## src/rtl/bpc_block_decoder.sv

```systemverilog
module bpc_block_decoder (
  input  logic       clk,
  input  logic       rst_n,
  input  logic       in_valid,
  output logic       in_ready,
  input  logic [7:0] in_data,
  output logic       out_valid,
  input  logic       out_ready,
  output logic [7:0] out_data
);
  localparam int WORDS  = 8;
  localparam int PLANES = 9;
  localparam int WINW   = 9;
  localparam int BUFW   = 24;
  localparam int CNTW   = $clog2(BUFW + 1);

  logic [BUFW-1:0] sbuf;
  logic [CNTW-1:0] cnt;
  logic [3:0]      idx;
  logic            asm_full;
  logic [WORDS-1:0] prev;
  logic [WORDS-1:0] asm_pl  [1:PLANES-1];
  logic [WORDS-1:0] hold_pl [1:PLANES-1];
  logic            hold_v;
  logic [2:0]      k;
  logic [7:0]      base;

  logic [WINW-1:0] win;
  logic [3:0]      len;
  logic [3:0]      nplanes;
  logic [WORDS-1:0] plane;
  logic            dec_go, in_fire, out_fire, hold_load;
  logic [3:0]      used;
  logic [CNTW-1:0] rem;
  logic [4:0]      idx_sum;
  logic [7:0]      delta;

  assign win       = sbuf[BUFW-1 -: WINW];
  assign in_ready  = (cnt <= CNTW'(BUFW - 8));
  assign in_fire   = in_valid && in_ready;
  assign dec_go    = !asm_full && (cnt >= CNTW'(WINW));
  assign out_valid = hold_v;
  assign out_fire  = hold_v && out_ready;
  assign hold_load = asm_full && (!hold_v || (out_fire && k == 3'd7));
  assign used      = dec_go ? len : 4'd0;
  assign rem       = cnt - CNTW'(used);
  assign idx_sum   = {1'b0, idx} + {1'b0, nplanes};

  always_comb begin
    len     = 4'd9;
    nplanes = 4'd1;
    plane   = prev ^ win[7:0];
    if (!win[8]) begin
      if (win[7]) begin
        len   = 4'd2;
        plane = prev;
      end else if (win[6]) begin
        len     = 4'd6;
        nplanes = {1'b0, win[5:3]} + 4'd2;
        plane   = prev;
      end else begin
        case (win[5:4])
          2'b00: begin len = 4'd5; plane = ~prev; end
          2'b01: begin len = 4'd5; plane = '0; end
          2'b10: begin len = 4'd8; plane = prev ^ (8'h03 << win[3:1]); end
          default: begin len = 4'd8; plane = prev ^ (8'h01 << win[3:1]); end
        endcase
      end
    end
  end

  always_ff @(posedge clk) begin
    if (!rst_n) begin
      sbuf <= '0;
      cnt  <= '0;
    end else begin
      sbuf <= (sbuf << used) | (in_fire ? ({in_data, 16'h0} >> rem) : '0);
      cnt  <= rem + (in_fire ? CNTW'(8) : '0);
    end
  end

  for (genvar j = 1; j < PLANES; j++) begin : g_asm
    always_ff @(posedge clk) begin
      if (!rst_n)
        asm_pl[j] <= '0;
      else if (dec_go && (4'(j) >= idx) && (5'(j) < idx_sum))
        asm_pl[j] <= plane;
    end
    always_ff @(posedge clk) begin
      if (!rst_n)
        hold_pl[j] <= '0;
      else if (hold_load)
        hold_pl[j] <= asm_pl[j];
    end
  end

  always_ff @(posedge clk) begin
    if (!rst_n) begin
      idx      <= '0;
      asm_full <= 1'b0;
      prev     <= '0;
    end else if (hold_load) begin
      idx      <= '0;
      asm_full <= 1'b0;
      prev     <= '0;
    end else if (dec_go) begin
      prev <= plane;
      if (idx_sum >= 5'(PLANES)) begin
        idx      <= 4'(PLANES);
        asm_full <= 1'b1;
      end else begin
        idx <= idx_sum[3:0];
      end
    end
  end

  for (genvar b = 0; b < 8; b++) begin : g_delta
    assign delta[b] = hold_pl[PLANES-1-b][k];
  end
  assign out_data = base + delta;

  always_ff @(posedge clk) begin
    if (!rst_n) begin
      hold_v <= 1'b0;
      k      <= '0;
      base   <= '0;
    end else begin
      if (out_fire) begin
        base <= out_data;
        k    <= k + 3'd1;
      end
      if (out_fire && k == 3'd7)
        hold_v <= hold_load;
      else if (hold_load)
        hold_v <= 1'b1;
    end
  end
endmodule


```

## config.mk

```make
export PLATFORM = sky130hd
export DESIGN_NAME = bpc_block_decoder
export DESIGN_NICKNAME = d
export VERILOG_FILES = /design/src/rtl/bpc_block_decoder.sv
export SDC_FILE = /design/constraint.sdc
export NUM_CORES = 1
export LEC_CHECK = 0
export CAP_MARGIN = 20
export CORE_AREA = 2 2 179 128
export CTS_BUF_LIST = sky130_fd_sc_hd__clkbuf_4
export DETAILED_ROUTE_END_ITERATION = 16
export DIE_AREA = 0 0 181 130
export HOLD_SLACK_MARGIN = 0.15
export PLACE_DENSITY = 0.64
export RECOVER_POWER = 50
export REMOVE_ABC_BUFFERS = 1
export SLEW_MARGIN = 20
export SYNTH_ARGS = -nofsm -noshare
export SYNTH_HDL_FRONTEND = slang
export SYNTH_SLANG_ARGS = --single-unit
```

## constraint.sdc

```tcl
create_clock -name clk -period 6.65 [get_ports clk]
set_clock_uncertainty 0.2 [all_clocks]
set_input_delay 1.995 -clock clk [delete_from_list [all_inputs] [get_ports clk]]
set_output_delay 1.995 -clock clk [all_outputs]
set_load 0.01 [all_outputs]
```

==> results.txt, run 1 <==
Gr ovfl total - 0
Initial antenna violation count - 1
Hold Crit Class - flop to flop
Placed Area - 10200 um^2
R2R Path Start - sbuf[19]$_SDFF_PN0_
Post-route cell area - 10500 um^2
PD cells - 534 nW/um^2
Max FO, Critical Path - 14
DR pass1 iterations - 6
Non-Filler Instances - 1232
Crit. Startpoint - k[0]$_SDFFE_PN0P_
RSZ-0062 raised after global routing - no
Vias per cell - 5.92
Crit path time final - 6.25 ns
Worst path required time - 4.45 ns
Largest net degree at the start of global routing - 65
Post-CTS Setup Bufs - 0
Max VDD drop - 0.306 mV
Number of placement rows - 46
Filler instances - 2047
Port bufs - 21
Most common cell after layout, fill and taps aside - nor2_1
First-pass GRT wire length - 39000 um
Most frequent cells in the layout - nor2_1, edfxtp_1, nand2_1
Setup WS post-layout - 0.398 ns
Final Max Slew Viols - 36
H-tree depth - 4
Post-synth EDFFs - 128
Vias post-DR - 7290
Final period util - 94.0%
Crit end category - output pin
Post-route ant nets - 0
Num Clock Sinks - 182
Slew @ Worst Pin - 1.92 ns
Run status - finished with violations
Root buffer cell - clkbuf_4
Dpl hpwl - 17700 um
Total track usage - 21.9%
WL/cell - 20.3 um
Placed cells - 1199
Vias in the first global route - 6735
Peak Freq - 0.160 GHz
Post-Syn Area - 9710 um^2
CTS clock-pin slew for the worst setup and hold paths - 0.15 ns
DRC errors left - 0
DRT Wirelength - 25000 um
Worst-skew pair later-pin latency - 0.58 ns
Top cells by area, synth - edfxtp_1, dfxtp_1, nor2_1
Post-synth top area share - 39.6%
Max-Cap Viols - 2
DR iter-0 viols - 955
TritonCTS clock tree - built
Final setup fails - 0
Die width - 181 um
Bufs on Longest Clock Path - 2
Nets - 967
Final hold vios - 0
Share of layout cells above drive strength 1 - 10.6%
Crit path launch type - flop
DP Worst Slack - 0.791 ns
Core area - 22100 um^2
Yosys warns - 0
Failing checks - capacitance limit, slew limit
Async S/R FF share, synth - 0%
CP Class - flop to output pin
Syn Inst Count - 924
Main flop type after synthesis - edfxtp_1
Chip Height - 130 um
Num CTS Buffers - 17
I/O pins - 22
Hold_sp - base[2]$_SDFFE_PN0P_
Critical Path AT - 4.06 ns
Cell taking the most area after synthesis - edfxtp_1
Total negative slack - 0 ns
Initial Util - 44.0%
Placer Congestion - 0.967
Unique masters post-synth - 81
Mapped Avg Cell Area - 10.5 um^2
Slew headroom - -27.9%
Die area - 23500 um^2
FF+latch count, synth - 182
Area growth from synthesis to layout - 7.90%
Leakage - 3.90 nW
Seq/Total Area, Yosys - 50.7%
## worst max-delay path, stage by stage (launching register included)
cell and delay, ns:
dfxtp_2 0.46, buf_6 0.25, mux4_2 0.52, mux2_2 0.28
ha_1 0.21, inv_1 0.07, fa_1 0.20, nor2b_1 0.05
o21ai_0 0.16, nand2b_1 0.12, a21o_1 0.20, a21oi_1 0.19
xnor2_1 0.19, clkdlybuf4s50_1 0.59
## area by class of cell
type                       instances  area (um^2)  area share [%]
multi-input combinational        661         4470            42.6
inverter                          29          109            1.04
tap                              288          360            3.44
clock inverter                    14          150            1.43
clock buffer                      18          135            1.29
sequential                       182         4930            47.0
antenna                            1         2.50          0.0239
timing repair buffer              39          330            3.15
## Yosys cell counts (all sizes together), types with 3 or more instances
master	instances
and3	10
nand2b	6
nand2	79
nor4	7
o22a	3
nand3	14
mux2	9
nor3	10
xnor2	13
a22oi	9
nand3b	3
o21ai	35
nor2	131
inv	28
or2	5
xor2	3
and2	71
a22o	4
a32oi	6
o31ai	10
a221oi	4
mux2i	30
dfxtp	54
mux4	17
a21oi	55
o41ai	4
ha	22
o21a	6
buf	21
clkbuf	31
a211oi	17
o211ai	11
o22ai	6
fa	3
edfxtp	128
nand4	4
a21o	10
or3	3
a31oi	11
## path summary, 6_finish.rpt
check        slack, ns                    to  cells past startpoint
min               0.28  base[2]$_SDFFE_PN0P_                      2
min reg2reg       0.28  base[2]$_SDFFE_PN0P_                      2
max reg2reg       1.41    sbuf[9]$_SDFF_PN0_                     15
max               0.40           out_data[6]                     13
## flip-flops by register name, indices dropped and copies added, names as in the netlist, 3 cells and up
register and count:
idx 4, k 3, hold_pl 64, base 8, sbuf 24, cnt 5
asm_pl 64, prev 8
## per-layer routing
| metal | wire length (um) | global-route usage [%] | up-vias | part of all wire, % |
|---|---|---|---|---|
| li1 | - | - | 3398 | - |
| met1 | 12700 | 34.8 | 3578 | 51 |
| met2 | 9900 | 29.3 | 299 | 40 |
| met3 | 2220 | 5.92 | 15 | 8.9 |
| met4 | 185 | 4.69 | 0 | 0.74 |
| met5 | 0 | 0 | - | 0 |
## kinds of logic after synthesis
group                      synth area share, %
and+or+nand+nor                           17.1
AOI/OAI and AO/OA                         15.6
DFF                                       50.7
buffers and inverters                     3.49
muxes                                     8.19
adders and majority gates                 3.45
xor gates and xnor gates                  1.52
## through the flow
step | util [%] | total power, mW | hold WS, ns
after global routing | 47.4 | 5.93 | 0.289
after floorplan | - | 3.81 | 0.241
after detailed placement | 46.2 | 4.89 | 0.253
after global placement | 46.2 | 4.86 | 0.251
final | 47.4 | 5.60 | 0.276
after CTS | 47.5 | 5.52 | 0.275
## report_power, final
part | internal (mW) | switching, mW
Sequential | 1.53 | 0.170
Clock | 0.231 | 0.410
Combinational | 1.05 | 2.21
## repair_timing
action                                  CTS  global route
endpoints found under the setup margin    0             2
gates resized for setup                   0             3
hold buffers                              0             0
Power figures use the tool's default switching activity.
==> run 2, diff against run 1 <==
--- a/config.mk
+++ b/config.mk
@@ -6,15 +6,16 @@
 export NUM_CORES = 1
 export LEC_CHECK = 0
 export CAP_MARGIN = 20
-export CORE_AREA = 2 2 179 128
+export CORE_AREA = 2 2 135 170
 export CTS_BUF_LIST = sky130_fd_sc_hd__clkbuf_4
 export DETAILED_ROUTE_END_ITERATION = 16
-export DIE_AREA = 0 0 181 130
+export DIE_AREA = 0 0 137 172
 export HOLD_SLACK_MARGIN = 0.15
-export PLACE_DENSITY = 0.64
+export PLACE_DENSITY = 0.63
 export RECOVER_POWER = 50
 export REMOVE_ABC_BUFFERS = 1
 export SLEW_MARGIN = 20
 export SYNTH_ARGS = -nofsm -noshare
 export SYNTH_HDL_FRONTEND = slang
 export SYNTH_SLANG_ARGS = --single-unit
+export TNS_END_PERCENT = 10
==> run 2 against run 1 <==
  * The run now ends clean
  * Critical path depth shrank 3
  * Count of clock-buffer cells in the layout up 1
  * Core utilization about the same
  * Sequential share of layout area grew 0.20 points
  * Register-to-register slack lost 0.05 ns
  * Die area is 0.14% higher
  * Critical path type unchanged
==> results.txt, run 2 (synthesis results as in run 1) <==
Run status - finished clean
Post-CTS Setup Bufs - 0
Internal power - 2.77 mW
Dpl hpwl - 16200 um
Pwr Total - 5.39 mW
Max-Cap Viols - 0
Largest net degree at the start of global routing - 65
Area growth from synthesis to layout - 7.42%
Crit path time final - 6.16 ns
Placed cells - 1192
Initial antenna violation count - 1
Hold Buf Count CTS - 0
DR pass1 iterations - 8
Gr ovfl total - 0
Total track usage - 20.0%
Regs by FF count - asm_pl (64), hold_pl (64), sbuf (24)
Hold WS - 0.279 ns
Die area - 23600 um^2
Final period util - 92.7%
Max VDD drop - 0.361 mV
TritonCTS clock tree - built
Placed Area - 10200 um^2
Critical Path AT - 3.97 ns
Most frequent cells in the layout - nor2_1, edfxtp_1, nand2_1
Number of placement rows - 61
Port bufs - 21
Num Clock Sinks - 182
RSZ-0062 raised after global routing - no
M2 GR Usage - 34.7%
Crit end category - output pin
P_sw - 2.62 mW
Bufs on Longest Clock Path - 2
CTS clock-pin slew for the worst setup and hold paths - 0.15 ns
Slowest CP cell - clkdlybuf4s50_1
Met3 usage - 3.61%
Slew @ Worst Pin - 1.47 ns
Core area - 22000 um^2
Crit path launch type - flop
Setup WS post-layout - 0.488 ns
Hold Crit Class - flop to flop
Initial Util - 44.2%
Chip Height - 172 um
Filler instances - 2081
Root buffer cell - clkbuf_4
Share of layout cells above drive strength 1 - 10.5%
Most common cell after layout, fill and taps aside - nor2_1
Worst-skew pair later-pin latency - 0.59 ns
Clock power frac - 10.9%
Non-Filler Instances - 1225
Vias per cell - 5.74
Critical-path cell list - mux4_2 > mux2i_1 > inv_1 > ha_1 > a21o_1 > a21oi_1 > o21ai_0 > o41ai_1 > xnor2_1 > clkdlybuf4s50_1
Final hold vios - 0
Slew headroom - 1.77%
Vias in the first global route - 6874
DR iter-0 viols - 426
Worst path required time - 4.45 ns
CP Class - flop to output pin
End-of-flow core utilization - 47.5%
Post-route cell area - 10400 um^2
DP Worst Slack - 0.884 ns
PD cells - 516 nW/um^2
WL/cell - 18.4 um
Num CTS Buffers - 17
DRC errors left - 0
I/O pins - 22
Placer Congestion - 0.961
Post-route ant nets - 0
Peak Freq - 0.162 GHz
Die width - 137 um
Most Crowded Layer GR - met2
Global Route met1 Usage - 23.4%
Reg2reg setup slack - 1.36 ns
Final setup fails - 0
Vias post-DR - 7036
Max FO, Critical Path - 9
Flop pwr share - 31.5%
Logic pwr share - 57.7%
Nets - 965
DRT Wirelength - 22600 um
Final Max Slew Viols - 0
Slowest stage delay, CP - 0.56 ns
First-pass GRT wire length - 36100 um
Sw frac - 48.6%
Leakage - 3.90 nW
Total negative slack - 0 ns
H-tree depth - 4
run 2: layout make-up:
| class | count | area (um^2) | share of cell area (%) |
|---|---|---|---|
| clock buffer | 19 | 143 | 1.37 |
| inverter | 29 | 109 | 1.04 |
| clock inverter | 13 | 123 | 1.18 |
| sequential | 182 | 4930 | 47.2 |
| antenna | 1 | 2.50 | 0.0240 |
| timing repair buffer | 37 | 312 | 2.99 |
| tap | 283 | 354 | 3.39 |
| multi-input combinational | 661 | 4470 | 42.8 |
run 2: metal layers:
layer | vias up | routed length (um)
li1 | 3402 | -
met1 | 3349 | 9140
met2 | 220 | 11500
met3 | 65 | 882
met4 | 0 | 1060
met5 | - | 0
run 2: worst max-delay path, delay by kind of cell (launching register included):
kind	cells	cell delay, ns
AOI/OAI and AO/OA	4	0.93
adders and majority gates	1	0.28
muxes	2	0.79
DFF	1	0.54
xor gates and xnor gates	1	0.19
buffers and inverters	2	0.64
run 2: power groups by stage:
stage / Combinational [mW] / Clock [mW] / Sequential, mW
after floorplan: 2.14 / 0 / 1.67
after global placement: 3.03 / 0 / 1.71
after detailed placement: 3.05 / 0 / 1.72
after CTS: 3.06 / 0.604 / 1.69
after global routing: 3.38 / 0.643 / 1.73
final: 3.11 / 0.586 / 1.70
run 2: timing repair:
item | in CTS | in global routing
endpoints found under the hold margin | 0 | 0
gates resized for setup | 0 | 1
endpoints found under the setup margin | 0 | 1
run 2: worst paths after layout:
check	from	to	cells after the start
setup / recovery	k[0]$_SDFFE_PN0P_	out_data[7]	10
hold / removal	base[2]$_SDFFE_PN0P_	base[2]$_SDFFE_PN0P_	2
setup reg to reg	sbuf[19]$_SDFF_PN0_	sbuf[13]$_SDFF_PN0_	13
hold reg to reg	base[2]$_SDFFE_PN0P_	base[2]$_SDFFE_PN0P_	2
==> run 3, diff against run 2 <==
--- a/config.mk
+++ b/config.mk
@@ -6,10 +6,10 @@
 export NUM_CORES = 1
 export LEC_CHECK = 0
 export CAP_MARGIN = 20
-export CORE_AREA = 2 2 135 170
+export CORE_AREA = 2 2 115 200
 export CTS_BUF_LIST = sky130_fd_sc_hd__clkbuf_4
 export DETAILED_ROUTE_END_ITERATION = 16
-export DIE_AREA = 0 0 137 172
+export DIE_AREA = 0 0 117 202
 export HOLD_SLACK_MARGIN = 0.15
 export PLACE_DENSITY = 0.63
 export RECOVER_POWER = 50
==> constraint.sdc (replaced) <==
create_clock -name clk -period 7.5 [get_ports clk]
set_clock_uncertainty 0.2 [all_clocks]
set_input_delay 2.25 -clock clk [delete_from_list [all_inputs] [get_ports clk]]
set_output_delay 2.25 -clock clk [all_outputs]
set_load 0.01 [all_outputs]
==> run 3 against run 2 <==
  * The run now ends with capacitance limit, slew limit left
  * Critical path depth decreased by 1
  * Count of clock-buffer cells in the layout rose by 1
  * Cell count grew 1.2%
  * Core utilization about the same
  * Worst hold slack worse by 0.0022 ns
  * Via count is 0.51% higher
  * Sequential power fell by 12%
  * Sequential share of layout area down 0.23 points
  * First-iteration DRC count grew 1.2%
  * Combinational power down 8.4%
  * Register-to-register slack better by 0.77 ns
  * Critical endpoint unchanged
  * Highest routed layer unchanged
==> results.txt, run 3 (synthesis results as in run 1) <==
Run status - finished with violations
Failing checks - capacitance limit, slew limit
DR pass1 iterations - 5
Total track usage - 21.8%
Filler instances - 2055
First-pass GRT wire length - 38500 um
Gr ovfl total - 0
Pwr Total - 4.91 mW
Worst path required time - 5.05 ns
DRT Wirelength - 24400 um
Vias in the first global route - 7184
Dpl hpwl - 18000 um
Setup WS post-layout - 0.809 ns
Critical Path AT - 4.24 ns
Most Crowded Layer GR - met2
DP Worst Slack - 1.34 ns
Chip Height - 202 um
Slowest stage delay, CP - 0.56 ns
WL/cell - 19.6 um
Most frequent cells in the layout - nor2_1, edfxtp_1, nand2_1
M2 GR Usage - 38.6%
Final hold vios - 0
DRC errors left - 0
Vias per cell - 5.70
CP Class - flop to output pin
Port bufs - 21
Placer Congestion - 1.01
Global Route met1 Usage - 21.7%
Peak Freq - 0.149 GHz
Number of placement rows - 72
Placed cells - 1207
Post-route cell area - 10500 um^2
Largest net degree at the start of global routing - 65
Worst-skew pair later-pin latency - 0.58 ns
Critical-path cell list - buf_4 > mux4_2 > mux2_2 > ha_1 > a21oi_1 > o21ai_0 > o41ai_1 > xnor2_1 > clkdlybuf4s50_1
Regs by FF count - asm_pl (64), hold_pl (64), sbuf (24)
Nets - 967
Vias post-DR - 7072
Crit end category - output pin
Die width - 117 um
Most common cell after layout, fill and taps aside - nor2_1
Placed Area - 10200 um^2
Die area - 23600 um^2
I/O pins - 22
H-tree depth - 4
Post-CTS Setup Bufs - 0
Leakage - 3.91 nW
RSZ-0062 raised after global routing - no
Num CTS Buffers - 17
Crit path time final - 6.69 ns
TritonCTS clock tree - built
Num Clock Sinks - 182
Max VDD drop - 0.380 mV
Total negative slack - 0 ns
Slowest CP cell - clkdlybuf4s50_1
Area growth from synthesis to layout - 7.91%
CTS clock-pin slew for the worst setup and hold paths - 0.14 ns
PD cells - 469 nW/um^2
Non-Filler Instances - 1240
Hold Crit Class - flop to flop
Crit path launch type - flop
Final Max Slew Viols - 76
Post-route ant nets - 0
Final period util - 89.2%
Share of layout cells above drive strength 1 - 10.2%
Max-Cap Viols - 2
Hold Buf Count CTS - 0
Final setup fails - 0
Met3 usage - 4.17%
DR iter-0 viols - 431
CP top delay family - compound AO/OA/AOI/OAI gates
Slew headroom - -32.3%
Max FO, Critical Path - 14
Bufs on Longest Clock Path - 2
CTS-repair resized insts - 0
Slew @ Worst Pin - 1.98 ns
Initial antenna violation count - 1
Root buffer cell - clkbuf_4
Core area - 22100 um^2
Initial Util - 44.0%
Buffers & Inverters on Critical Path - 2
[run 3: cell types whose count changed in the layout (fill, tap and decap cells not counted), moves of 2 or more]
| cell | change |
|---|---|
| clkinvlp_4 | +3 |
| bufinv_16 | +2 |
| mux2i_1 | +2 |
| buf_4 | +2 |
| inv_6 | -2 |
| mux2i_2 | -2 |
| clkinv_4 | -4 |
[run 3: stage by stage]
step / utilization [%] / hold WS [ns]
floorplan: - / 0.241
global placement: 46.2 / 0.250
detailed placement: 46.2 / 0.259
CTS: 47.6 / 0.277
global route: 47.5 / 0.292
finish: 47.5 / 0.277
[run 3: path summary, 6_finish.rpt]
kind	startpoint	slack (ns)	cells after the start	to
max reg2reg	sbuf[20]$_SDFF_PN0_	2.13	13	sbuf[13]$_SDFF_PN0_
min reg2reg	base[2]$_SDFFE_PN0P_	0.28	2	base[2]$_SDFFE_PN0P_
min	base[2]$_SDFFE_PN0P_	0.28	2	base[2]$_SDFFE_PN0P_
max	k[0]$_SDFFE_PN0P_	0.81	9	out_data[7]
[run 3: layout make-up]
| cell class | count | area (um^2) | share of cell area (%) |
|---|---|---|---|
| flip-flops and latches | 182 | 4920 | 47.0 |
| multi-input cells | 661 | 4450 | 42.4 |
| well taps | 296 | 370 | 3.53 |
| repair buffers | 39 | 327 | 3.12 |
| clock inverters | 12 | 154 | 1.47 |
| clock buffers | 20 | 150 | 1.43 |
| inverters | 29 | 109 | 1.04 |
| diodes | 1 | 2.50 | 0.0239 |
[run 3: report_power, final]
| part | switching (mW) | total, mW | leakage [nW] | internal (mW) |
|---|---|---|---|---|
| Clock | 0.332 | 0.575 | 0.156 | 0.243 |
| Sequential | 0.132 | 1.49 | 1.77 | 1.35 |
| Combinational | 1.91 | 2.85 | 1.98 | 0.938 |
[run 3: metal layers]
metal | wire (um) | vias to the layer above
met1 | 8550 | 3365
met2 | 13200 | 213
met4 | 1810 | 0
met3 | 810 | 89
met5 | 0 | -
li1 | - | 3405
[run 3: worst min-delay path, delay by kind of cell, from the launching register on]
family,cells,cell delay (ns)
and+or+nand+nor,1,0.05
DFF,1,0.34
AOI/OAI and AO/OA,1,0.05
